$ cat src/rtl/mfc_pkg.sv
package mfc_pkg;
  localparam int unsigned CAUSE_W  = 5;
  localparam int unsigned RD_W     = 5;
  localparam int unsigned SYN_W    = 12;
  localparam int unsigned RD_LSB   = 5;
  localparam int unsigned WR_BIT   = 10;
  localparam int unsigned WORD_BIT = 11;

  typedef enum logic [CAUSE_W-1:0] {
    CAUSE_NONE     = 5'd0,
    CAUSE_MISALIGN = 5'd1,
    CAUSE_IBUS     = 5'd3,
    CAUSE_DBUS     = 5'd4,
    CAUSE_STACK    = 5'd7
  } cause_e;

  typedef struct packed {
    logic             ld_addr;
    logic             ld_stat;
    logic             trap;
    logic [SYN_W-1:0] syn;
  } fault_t;

  // source index is also priority: 0 wins
  localparam int unsigned N_SRC     = 3;
  localparam int unsigned SRC_STACK = 0;
  localparam int unsigned SRC_ALIGN = 1;
  localparam int unsigned SRC_BUS   = 2;
endpackage

$ cat src/rtl/mfc_fault_sel.sv
module mfc_fault_sel
  import mfc_pkg::*;
#(
  parameter int unsigned N = N_SRC
) (
  input  fault_t src_i [N],
  output fault_t sel_o
);
  always_comb begin
    sel_o = '0;
    for (int k = N - 1; k >= 0; k--) begin
      if (src_i[k].ld_addr) sel_o = src_i[k];
    end
  end
endmodule

$ cat config.mk
export PLATFORM = sky130hd
export DESIGN_NAME = mfc_fault_sel
export DESIGN_NICKNAME = d
export VERILOG_FILES = /design/src/rtl/mfc_pkg.sv /design/src/rtl/mfc_fault_sel.sv
export SDC_FILE = /design/constraint.sdc
export NUM_CORES = 1
export LEC_CHECK = 0
export ABC_AREA = 1
export ABC_CLOCK_PERIOD_IN_PS = 800
export BUFFER_PORTS_ARGS = -buffer_cell sky130_fd_sc_hd__buf_2
export CORE_MARGIN = 5
export CORE_UTILIZATION = 33
export DETAILED_ROUTE_END_ITERATION = 7
export MAX_ROUTING_LAYER = met4
export PLACE_DENSITY_LB_ADDON = 0.15
export SYNTH_ARGS = -nofsm -noshare
export SYNTH_HDL_FRONTEND = slang
export SYNTH_SLANG_ARGS = --single-unit
$ cat constraint.sdc
create_clock -name vclk -period 0.8
set_input_delay 0.12 -clock vclk [all_inputs]
set_output_delay 0.12 -clock vclk [all_outputs]
set_load 0.02 [all_outputs]
==> flow_summary.json <==
{
  "mostFrequentLayoutCell": "buf_2",
  "powerDensity_nw_per_um2": 651,
  "syn-cell-area_um2": 444,
  "hold_slack_ns": 0.564,
  "crit_type": "in -> out",
  "cp.required_ns": 0.68,
  "max_stage_delay_ns": 0.23,
  "seqPwrFrac": 0,
  "synth-compound-area-share": 0,
  "layout_common_cells": "buf_2, nand2_1, nor2_2, nor2_1, buf_6",
  "dpl.hpwl_um": 1260,
  "drc": 0,
  "core_um2": 1280,
  "vdd_ir_drop_max_v": 0.000421,
  "hold_path_class": "in -> out",
  "n_fill_cell": 92,
  "status": "finished with violations",
  "drt_wl_total_um": 2190,
  "pwr-share-clk": 0,
  "whs_path_depth": 4,
  "ios": 60,
  "worst_slack_ns": -0.0703,
  "grt_pass1_vias": 765,
  "n_clock_buffer": 0,
  "synthSimpleGateAreaFrac": 0.845,
  "sw_frac_of_total": 0.486,
  "crit_path_end_kind": "output port",
  "port_buffers": 60,
  "maxSlewViolCount": 0,
  "die_h_um": 46.7,
  "failed_checks": "negative setup slack",
  "drv_cap": 0,
  "yosys_warnings": 0,
  "synth_fp_nets": 153,
  "rows": 13,
  "nNetsFinal": 214,
  "fmax_mhz": 1150,
  "dieWidth_um": 46.7,
  "netlist_instances": 108,
  "hold_viol_final": 0,
  "worstMarginPinSlew_ns": 0.245,
  "synthAdderAreaFrac": 0,
  "synthTopCellsByArea": "nor2_1, nand2_1, buf_6",
  "n_antenna_cell": 0,
  "ant_nets": 0,
  "synth_top_family_by_area": "simple AND/OR/NAND/NOR gates",
  "period_share": 1.09,
  "die-area_um2": 2180,
  "cp-startpoint": "src_i[29]",
  "firstDrtPassIters": 2,
  "design.seq.count": 0,
  "initial_core_util": 0.346,
  "dp.cells": 178,
  "yosysSeqAreaShare": 0,
  "slew_headroom": 0.836,
  "grt_pass1_wl_um": 2890,
  "antenna_found_initial": 0,
  "syn2layout_area_growth_pct": 145,
  "yosys.area.top_type_share": 0.482,
  "final_cells": 182,
  "wl_per_cell_um": 12.0,
  "worst_setup_path_start_kind": "input port",
  "post-cts-setup-buffer-count": 0,
  "synth_area_per_cell_um2": 4.11,
  "vias": 848,
  "synthXorXnorAreaFrac": 0,
  "multi_input_area_um2": 520,
  "p_total_mw": 0.709,
  "ys_types": 7,
  "period_needed_ns": 0.870,
  "p_comb_frac": 1.000,
  "p_int_mw": 0.365,
  "total_leakage_power_nw": 0.578,
  "final_util": 0.848,
  "drive_gt1_frac": 0.677,
  "cp.arrival_ns": 0.75,
  "drtIter0Drc": 9,
  "path_cells": "clkbuf_16 -> nor2_1 -> nor2_4 -> nor2_2 -> buf_6",
  "grt.overflow.total": 0,
  "setup_viol": 14,
  "rsz0062_at_grt": "true",
  "yosysTopAreaCell": "nor2_1",
  "worst_path_max_delay_cell": "nor2_1",
  "seq_area_um2": 0,
  "synthMuxAreaShare": 0,
  "gp_congestion": 0.691,
  "cts_hold_buffers": 0,
  "grt_use_total": 0.177,
  "min_from": "src_i[35]",
  "switchingPower_mw": 0.345,
  "crit_path_max_fanout": 14,
  "grt_max_degree": 30,
  "final.setup.tns_ns": -0.619,
  "viasPerCell": 4.66
}
==> cells by family (layout without fill, tap and decap cells) <==
group,Yosys count,count (layout)
buffers and inverters,8,67
and+or+nand+nor,100,100
==> per-stage QoR <==
step / instance area, um2 / setup slack [ns]
final: 1090 / -0.0703
after global routing: 1090 / -0.0943
after CTS: 976 / -0.0439
after detailed placement: 748 / -0.289
after global placement: 748 / -0.260
after floorplan: 485 / -0.0140
==> worst paths after layout <==
path  endpoint  slack (ns)
max   sel_o[4]       -0.07
min   sel_o[5]        0.56
==> area by class of cell <==
cell class,count,share of cell area
Timing Repair Buffer,66,0.495
Multi-Input combinational cell,100,0.478
Tap cell,15,0.0172
Inverter,1,0.0103
==> routing by layer <==
layer  share of wire  routed length (um)  up-vias  global-route usage
li1                -                   -      440                   -
met1            0.35                 772      373               0.202
met2            0.57                1250       33               0.357
met3           0.069                 151        2             0.00391
met4          0.0069                  15        0                   0
met5               0                   0        -                   -
==> critical path: cells and delay by family <==
| family | cells | cell delay, ns |
|---|---|---|
| buffers and inverters | 2 | 0.27 |
| AND/OR/NAND/NOR | 3 | 0.36 |
==> Yosys cell counts <==
cell type and number:
inv_1 1, buf_2 1, nor2_1 57, buf_6 4
nand2_1 43, clkbuf_4 1, buf_4 1
==> timing repair <==
action | CTS | global route
gates cloned | 2 | 2
resized for setup | 75 | 14
pin swaps | 42 | 9
setup endpoints to repair | 15 | 14
==> power groups by stage <==
stage / registers [mW] / clock network (mW) / logic (mW)
floorplan: 0 / 0 / 0.305
global placement: 0 / 0 / 0.461
detailed placement: 0 / 0 / 0.466
CTS: 0 / 0 / 0.635
global route: 0 / 0 / 0.762
finish: 0 / 0 / 0.709
No activity file was read; power rests on OpenSTA's default activity.
